**src/rtl/pmp_bank_pkg.sv**
```systemverilog
package pmp_bank_pkg;
    typedef enum logic [1:0] {
        AM_OFF   = 2'd0,
        AM_TOR   = 2'd1,
        AM_NA4   = 2'd2,
        AM_NAPOT = 2'd3
    } amode_e;

    localparam int CB_R   = 0;
    localparam int CB_W   = 1;
    localparam int CB_X   = 2;
    localparam int CB_AL  = 3;
    localparam int CB_AH  = 4;
    localparam int CB_L   = 7;

    localparam int SB_MML  = 0;
    localparam int SB_MMWP = 1;
    localparam int SB_RLB  = 2;

    localparam int SEL_W = 7;
    localparam logic [SEL_W-1:0] SEC_SEL = 7'h20;
endpackage

```
**src/rtl/pmp_cfg_gate.sv**
```systemverilog
module pmp_cfg_gate (
    input  logic       cur_locked,
    input  logic       new_locked,
    input  logic [2:0] new_rwx,
    input  logic       rlb,
    input  logic       mml,
    output logic       accept
);
    always_comb begin
        if (rlb) begin
            accept = 1'b1;
        end else if (cur_locked) begin
            accept = 1'b0;
        end else if (!mml) begin
            accept = 1'b1;
        end else if (new_locked) begin
            accept = !new_rwx[2];
        end else begin
            accept = (new_rwx != 3'b110);
        end
    end
endmodule

```
**src/rtl/pmp_range_decode.sv**
```systemverilog
module pmp_range_decode
    import pmp_bank_pkg::*;
#(
    parameter int XLEN = 32
) (
    input  amode_e            mode,
    input  logic [XLEN-1:0]   addr,
    input  logic [XLEN-1:0]   prev_addr,
    output logic [XLEN+1:0]   start_a,
    output logic [XLEN+1:0]   end_a
);
    localparam int AW = XLEN + 2;
    localparam logic [XLEN-1:0] ONE_X  = 1;
    localparam logic [AW-1:0]   ONE_AW = 1;

    logic [XLEN-1:0] napot_mask;
    logic [AW-1:0]   byte_addr;

    assign napot_mask = addr ^ (addr + ONE_X);
    assign byte_addr  = {addr, 2'b00};

    always_comb begin
        unique case (mode)
            AM_OFF: begin
                start_a = '0;
                end_a   = '0;
            end
            AM_TOR: begin
                start_a = {prev_addr, 2'b00};
                end_a   = byte_addr - ONE_AW;
            end
            AM_NA4: begin
                start_a = byte_addr;
                end_a   = {addr, 2'b11};
            end
            AM_NAPOT: begin
                start_a = {addr & ~napot_mask, 2'b00};
                end_a   = {addr | napot_mask, 2'b11};
            end
            default: begin
                start_a = '0;
                end_a   = '0;
            end
        endcase
    end
endmodule

```
**src/rtl/pmp_csr_bank.sv**
```systemverilog
module pmp_csr_bank
    import pmp_bank_pkg::*;
#(
    parameter int NUM_ENT = 16,
    parameter int XLEN    = 32
) (
    input  logic                                 clk,
    input  logic                                 rst_n,
    input  logic                                 csr_we,
    input  logic                                 csr_re,
    input  logic [6:0]                           csr_sel,
    input  logic [XLEN-1:0]                      csr_wdata,
    output logic [XLEN-1:0]                      csr_rdata,
    output logic [NUM_ENT-1:0][7:0]              ent_cfg,
    output logic [NUM_ENT-1:0][XLEN-1:0]         ent_addr,
    output logic [NUM_ENT-1:0][XLEN+1:0]         ent_start,
    output logic [NUM_ENT-1:0][XLEN+1:0]         ent_end,
    output logic [$clog2(NUM_ENT+1)-1:0]         active_cnt,
    output logic                                 sec_mml,
    output logic                                 sec_mmwp,
    output logic                                 sec_rlb
);
    localparam int CPC   = XLEN / 8;
    localparam int AW    = XLEN + 2;
    localparam int CNT_W = $clog2(NUM_ENT + 1);
    localparam logic [CNT_W-1:0] CNT_ONE = 1;

    // selector decode
    logic sel_is_cfg, sel_is_addr, sel_is_sec;
    assign sel_is_addr = csr_sel[6];
    assign sel_is_cfg  = (csr_sel[6:5] == 2'b00);
    assign sel_is_sec  = (csr_sel == SEC_SEL);

    // state
    logic [NUM_ENT-1:0][7:0]      cfg_q,   cfg_d;
    logic [NUM_ENT-1:0][XLEN-1:0] addr_q,  addr_d;
    logic [NUM_ENT-1:0][AW-1:0]   start_q, start_d;
    logic [NUM_ENT-1:0][AW-1:0]   end_q,   end_d;
    logic [CNT_W-1:0]             cnt_q,   cnt_d;
    logic sec_mml_q, sec_mmwp_q, sec_rlb_q;
    logic sec_mml_d, sec_mmwp_d, sec_rlb_d;
    logic any_locked;

    // per-entry write gating and range decode
    for (genvar i = 0; i < NUM_ENT; i++) begin : g_ent
        localparam int CSR_N  = i / CPC;
        localparam int BYTE_N = i % CPC;

        logic            cfg_hit, cfg_ok, addr_hit, tor_lock;
        logic [7:0]      cfg_new;
        logic [XLEN-1:0] prev_a;

        assign cfg_hit  = csr_we && sel_is_cfg && (int'(csr_sel[4:0]) == CSR_N);
        assign cfg_new  = csr_wdata[BYTE_N*8 +: 8];

        pmp_cfg_gate u_gate (
            .cur_locked (cfg_q[i][CB_L]),
            .new_locked (cfg_new[CB_L]),
            .new_rwx    (cfg_new[CB_X:CB_R]),
            .rlb        (sec_rlb_q),
            .mml        (sec_mml_q),
            .accept     (cfg_ok)
        );

        assign cfg_d[i] = (cfg_hit && cfg_ok) ? cfg_new : cfg_q[i];

        if (i + 1 < NUM_ENT) begin : g_nxt
            assign tor_lock = cfg_q[i+1][CB_L] &&
                              (cfg_q[i+1][CB_AH:CB_AL] == AM_TOR);
        end else begin : g_top
            assign tor_lock = 1'b0;
        end

        assign addr_hit  = csr_we && sel_is_addr && (int'(csr_sel[5:0]) == i);
        assign addr_d[i] = (addr_hit && !cfg_q[i][CB_L] && !tor_lock)
                           ? csr_wdata : addr_q[i];

        if (i == 0) begin : g_first
            assign prev_a = '0;
        end else begin : g_rest
            assign prev_a = addr_d[i-1];
        end

        pmp_range_decode #(.XLEN(XLEN)) u_dec (
            .mode      (amode_e'(cfg_d[i][CB_AH:CB_AL])),
            .addr      (addr_d[i]),
            .prev_addr (prev_a),
            .start_a   (start_d[i]),
            .end_a     (end_d[i])
        );


        cfg_lock_hold_chk: assert property (@(posedge clk) disable iff (!rst_n)
            (cfg_q[i][CB_L] && !sec_rlb_q) |=> $stable(cfg_q[i]));


        addr_lock_hold_chk: assert property (@(posedge clk) disable iff (!rst_n)
            cfg_q[i][CB_L] |=> $stable(addr_q[i]));


        mml_value_chk: assert property (@(posedge clk) disable iff (!rst_n)
            (sec_mml_q && !sec_rlb_q) |=>
                ($stable(cfg_q[i]) || !(cfg_q[i][CB_L] && cfg_q[i][CB_X])));
    end

    // enabled-entry count from the next-state bytes
    always_comb begin
        cnt_d = '0;
        for (int e = 0; e < NUM_ENT; e++) begin
            if (cfg_d[e][CB_AH:CB_AL] != AM_OFF) cnt_d = cnt_d + CNT_ONE;
        end
    end

    // security register: sticky lockdown flags, guarded bypass
    always_comb begin
        any_locked = 1'b0;
        for (int e = 0; e < NUM_ENT; e++) begin
            any_locked = any_locked | cfg_q[e][CB_L];
        end
    end

    always_comb begin
        sec_mml_d  = sec_mml_q;
        sec_mmwp_d = sec_mmwp_q;
        sec_rlb_d  = sec_rlb_q;
        if (csr_we && sel_is_sec) begin
            sec_mml_d  = sec_mml_q  | csr_wdata[SB_MML];
            sec_mmwp_d = sec_mmwp_q | csr_wdata[SB_MMWP];
            sec_rlb_d  = csr_wdata[SB_RLB] && (sec_rlb_q || !any_locked);
        end
    end

    always_ff @(posedge clk or negedge rst_n) begin
        if (!rst_n) begin
            cfg_q      <= '0;
            addr_q     <= '0;
            start_q    <= '0;
            end_q      <= '0;
            cnt_q      <= '0;
            sec_mml_q  <= 1'b0;
            sec_mmwp_q <= 1'b0;
            sec_rlb_q  <= 1'b0;
        end else begin
            cfg_q      <= cfg_d;
            addr_q     <= addr_d;
            start_q    <= start_d;
            end_q      <= end_d;
            cnt_q      <= cnt_d;
            sec_mml_q  <= sec_mml_d;
            sec_mmwp_q <= sec_mmwp_d;
            sec_rlb_q  <= sec_rlb_d;
        end
    end

    // read mux, combinational from current state
    always_comb begin
        csr_rdata = '0;
        if (csr_re) begin
            if (sel_is_cfg) begin
                for (int e = 0; e < NUM_ENT; e++) begin
                    if (int'(csr_sel[4:0]) == e / CPC)
                        csr_rdata[(e % CPC)*8 +: 8] = cfg_q[e];
                end
            end else if (sel_is_addr) begin
                for (int e = 0; e < NUM_ENT; e++) begin
                    if (int'(csr_sel[5:0]) == e) csr_rdata = addr_q[e];
                end
            end else if (sel_is_sec) begin
                csr_rdata[SB_MML]  = sec_mml_q;
                csr_rdata[SB_MMWP] = sec_mmwp_q;
                csr_rdata[SB_RLB]  = sec_rlb_q;
            end
        end
    end

    assign ent_cfg    = cfg_q;
    assign ent_addr   = addr_q;
    assign ent_start  = start_q;
    assign ent_end    = end_q;
    assign active_cnt = cnt_q;
    assign sec_mml    = sec_mml_q;
    assign sec_mmwp   = sec_mmwp_q;
    assign sec_rlb    = sec_rlb_q;


    mml_sticky_chk: assert property (@(posedge clk) disable iff (!rst_n)
        sec_mml_q |=> sec_mml_q);


    mmwp_sticky_chk: assert property (@(posedge clk) disable iff (!rst_n)
        sec_mmwp_q |=> sec_mmwp_q);


    rlb_guard_chk: assert property (@(posedge clk) disable iff (!rst_n)
        (!sec_rlb_q && any_locked) |=> !sec_rlb_q);


    oob_addr_chk: assert property (@(posedge clk) disable iff (!rst_n)
        (csr_we && sel_is_addr && (int'(csr_sel[5:0]) >= NUM_ENT)) |=> $stable(addr_q));
endmodule

```
**config.mk**
```make
export PLATFORM = sky130hd
export DESIGN_NAME = pmp_csr_bank
export DESIGN_NICKNAME = d
export VERILOG_FILES = /design/src/rtl/pmp_bank_pkg.sv /design/src/rtl/pmp_cfg_gate.sv /design/src/rtl/pmp_range_decode.sv /design/src/rtl/pmp_csr_bank.sv
export SDC_FILE = /design/constraint.sdc
export NUM_CORES = 2
export LEC_CHECK = 0
export ABC_AREA = 1
export BUFFER_PORTS_ARGS = -buffer_cell sky130_fd_sc_hd__buf_2
export CAP_MARGIN = 10
export CORE_AREA = 2 2 707 709
export DETAILED_ROUTE_END_ITERATION = 10
export DIE_AREA = 0 0 709 711
export GPL_ROUTABILITY_DRIVEN = 0
export PLACE_DENSITY_LB_ADDON = 0.08
export SLEW_MARGIN = 20
export SYNTH_ARGS = -nofsm -noshare
export SYNTH_HDL_FRONTEND = slang
export SYNTH_HIERARCHICAL = 1
export SYNTH_SLANG_ARGS = --single-unit
```
**constraint.sdc**
```tcl
create_clock -name clk -period 9.11 [get_ports clk]
set_input_delay 0.4555 -clock clk [delete_from_list [all_inputs] [get_ports clk]]
set_output_delay 0.4555 -clock clk [all_outputs]
set_load 0.05 [all_outputs]
```
==> metrics.csv <==
metric,value,unit
vias,113453,
placed_area,0.122,mm²
clock-sinks,1736,
synth_commonest_cells,"4641 x nand2_1, 1736 x dfrtp_1, 1716 x nor2_1, 1323 x nand3_1, 1139 x inv_1",
yosysMostFrequentCell,nand2_1,
io_buffer_count,1810,
cts_htree_levels,4,
dieHeight,711,µm
required,9910,ps
synth-simple-area-share,36.8,%
cp_slowest_stage_delay,410,ps
areaGrowthSynthToFinish,28.1,%
fin_nets,16583,
clk_pin_slew,60,ps
ys_seq_area_share,42.6,%
synth-edff-count,0,
critical_path.most_common_cell,nand2_2,
viasPerCell,4.85,
yosysUniqueCellTypes,57,
netlist_area,0.102,mm²
synth_adder_area_share,0.786,%
synthArstFlopShare,100,%
post-dp-hpwl,680000,µm
p_leak,0.0642,µW
holdCritPathClass,input port to flip-flop,
syn_inst,14388,
clockBufferDepth,4,
drcViolationCount,0,
p_per_area,232,mW/mm²
worstSetupPathType,flip-flop to flip-flop,
min_period_over_period,94.7,%
intPower,16600,µW
hold_viol,0,
cp_slowest_cell,dfrtp_1,
arrival,9430,ps
synth_area_leaders,"dfrtp_1 43%, nand2_1 17%, nand3_1 6.5%",
synth_xor_area_share,0.361,%
io_pins,1811,
antenna_found_initial,133,
synth_seq_cells,1736,
grt_pass1_vias,108903,
setup_violations,0,
synth_compound_area_share,11.3,%
synthMuxAreaShare,0,%
drt_iter0_drc,11993,
cts_tree,yes,
synth-warning-count,6,
whs,93.0,ps
grt-ovfl-total,0,
fmax,116,MHz
worstPathMaxFanout,4,
grt_pass1_wl,1080000,µm
die-area,0.504,mm²
synth_top_area_share,42.6,%
slew_headroom,12.5,%
fin_skew,89.7,ps
fin_crit,8620,ps
synth-main-ff-cell,dfrtp_1,
rows,259,
slew_viol_final,0,
place_ws,-369,ps
pwr-share-seq,31.0,%
critPathCaptureType,flip-flop,
outcome,finished clean,
design_area,0.131,mm²
coreArea,0.496,mm²
root_buffer,clkbuf_16,
layout-drive-gt1-share,22.4,%
maxCapViolCount,0,
dr.pass1.iters,8,
synth_area_leader_cell,dfrtp_1,
drt-total-wl,837000,µm
initial_core_util,20.5,%
worstMarginPinSlew,1310,ps
synth_top_family_by_area,simple AND/OR/NAND/NOR gates,
peakVddDrop,0.160,mV
antenna_left,0,
clkLatencyLatePin,1000,ps
pwr-share-comb,36.9,%
sw_frac_of_total,45.2,%
setup.worst_path.start_class,flip-flop,
fin_ws,486,ps
grt_start_max_net_pins,165,
power.switching,13700,µW
grt_use_total,31.9,%
die_w,709,µm
wl_per_cell,35.7,µm
cts_made_buffers,230,
synth_area_per_cell,7.08,µm²
p_clk_share,32.1,%
## power groups by stage
| stage | Combinational (µW) | Clock, µW | Sequential, µW |
|---|---|---|---|
| 6_report | 11200 | 9720 | 9400 |
| 5_1_grt | 11900 | 10300 | 9390 |
| 4_1_cts | 11000 | 9980 | 9400 |
| 3_5_place_dp | 10900 | 0 | 9520 |
| 3_3_place_gp | 10900 | 0 | 9540 |
| 2_1_floorplan | 4220 | 0 | 11300 |
## cells in the final DEF (no fill, tap or decap), drive strengths merged, types with 66 or more instances in the layout
| cell | n |
|---|---|
| nand3 | 1382 |
| o221ai | 66 |
| a21oi | 284 |
| clkbuf | 301 |
| nand3b | 107 |
| diode | 86 |
| o211ai | 179 |
| nand4 | 168 |
| o21ai | 1195 |
| nor2 | 2018 |
| inv | 1190 |
| nand2 | 4773 |
| dfrtp | 1736 |
| a221oi | 94 |
| clkinv | 90 |
| buf | 2542 |
## sequential cells by signal, summed over array words and instances, names as in the netlist
register    cells
ent_start     544
ent_addr      512
ent_cfg       128
sec_mml         1
active_cnt      5
sec_mmwp        1
sec_rlb         1
ent_end       544
## repair_timing
action                                 4_1_cts  5_1_grt
hold buffers                                15        0
buffers inserted                             2        5
setup endpoints to repair                    4        4
gates resized for setup                     13       35
endpoints found under the hold margin      177        0
pin swaps                                    1       17
## layout make-up
class	count	area (µm²)
clock inverter	116	1440
tap	6655	8330
multi-input combinational	10746	51300
timing repair buffer	2557	14800
sequential	1736	43400
antenna	86	215
clock buffer	300	6410
inverter	1205	4570
fill	55577	366000
## critical path: cells and delay by family, from the launching register on
family | cells | cell delay (ps)
AND/OR/NAND/NOR | 35 | 3570
adder cells (fa/ha/maj) | 14 | 3480
buffers and inverters | 12 | 690
flip-flops | 1 | 410
AO/OA/AOI/OAI | 3 | 280
## worst paths after layout
| check | startpoint | end | cells after the start | slack, ps |
|---|---|---|---|---|
| worst min-delay path | csr_wdata[30] | ent_addr[446] | 4 | 90 |
| worst max register to register | sec_mml | active_cnt[4] | 64 | 490 |
| worst min register to register | ent_cfg[88] | ent_cfg[88] | 2 | 510 |
| worst max-delay path | sec_mml | active_cnt[4] | 64 | 490 |
| max in group asynchronous | rst_n | ent_start[88] | 5 | 6530 |
| min in group asynchronous | rst_n | ent_start[466] | 3 | 540 |
## layer usage
layer	wire length (µm)	part of all wire (%)	GRT usage, %
met1	319000	38	37.2
met2	391000	47	52.9
met3	58700	7.0	6.48
met4	67900	8.1	21.5
met5	128	0.015	0
## logic make-up after synthesis
| group | after synthesis |
|---|---|
| AND/OR/NAND/NOR | 8590 |
| adder cells (fa/ha/maj) | 64 |
| buffers and inverters | 1953 |
| AO/OA/AOI/OAI | 1986 |
| other | 17 |
| XOR/XNOR | 42 |
| flip-flops | 1736 |
## stage by stage
step           std cells  TNS [ps]  total power, µW  utilization [%]
2_1_floorplan      14435         0            15500                -
3_3_place_gp       22876     -1470            20500             24.6
3_5_place_dp       22876     -1080            20400             24.6
4_1_cts            23309         0            30400             26.2
5_1_grt            23348     -58.8            31500             26.3
6_report           23401         0            30300             26.3
(Power assumes the default switching activity.)
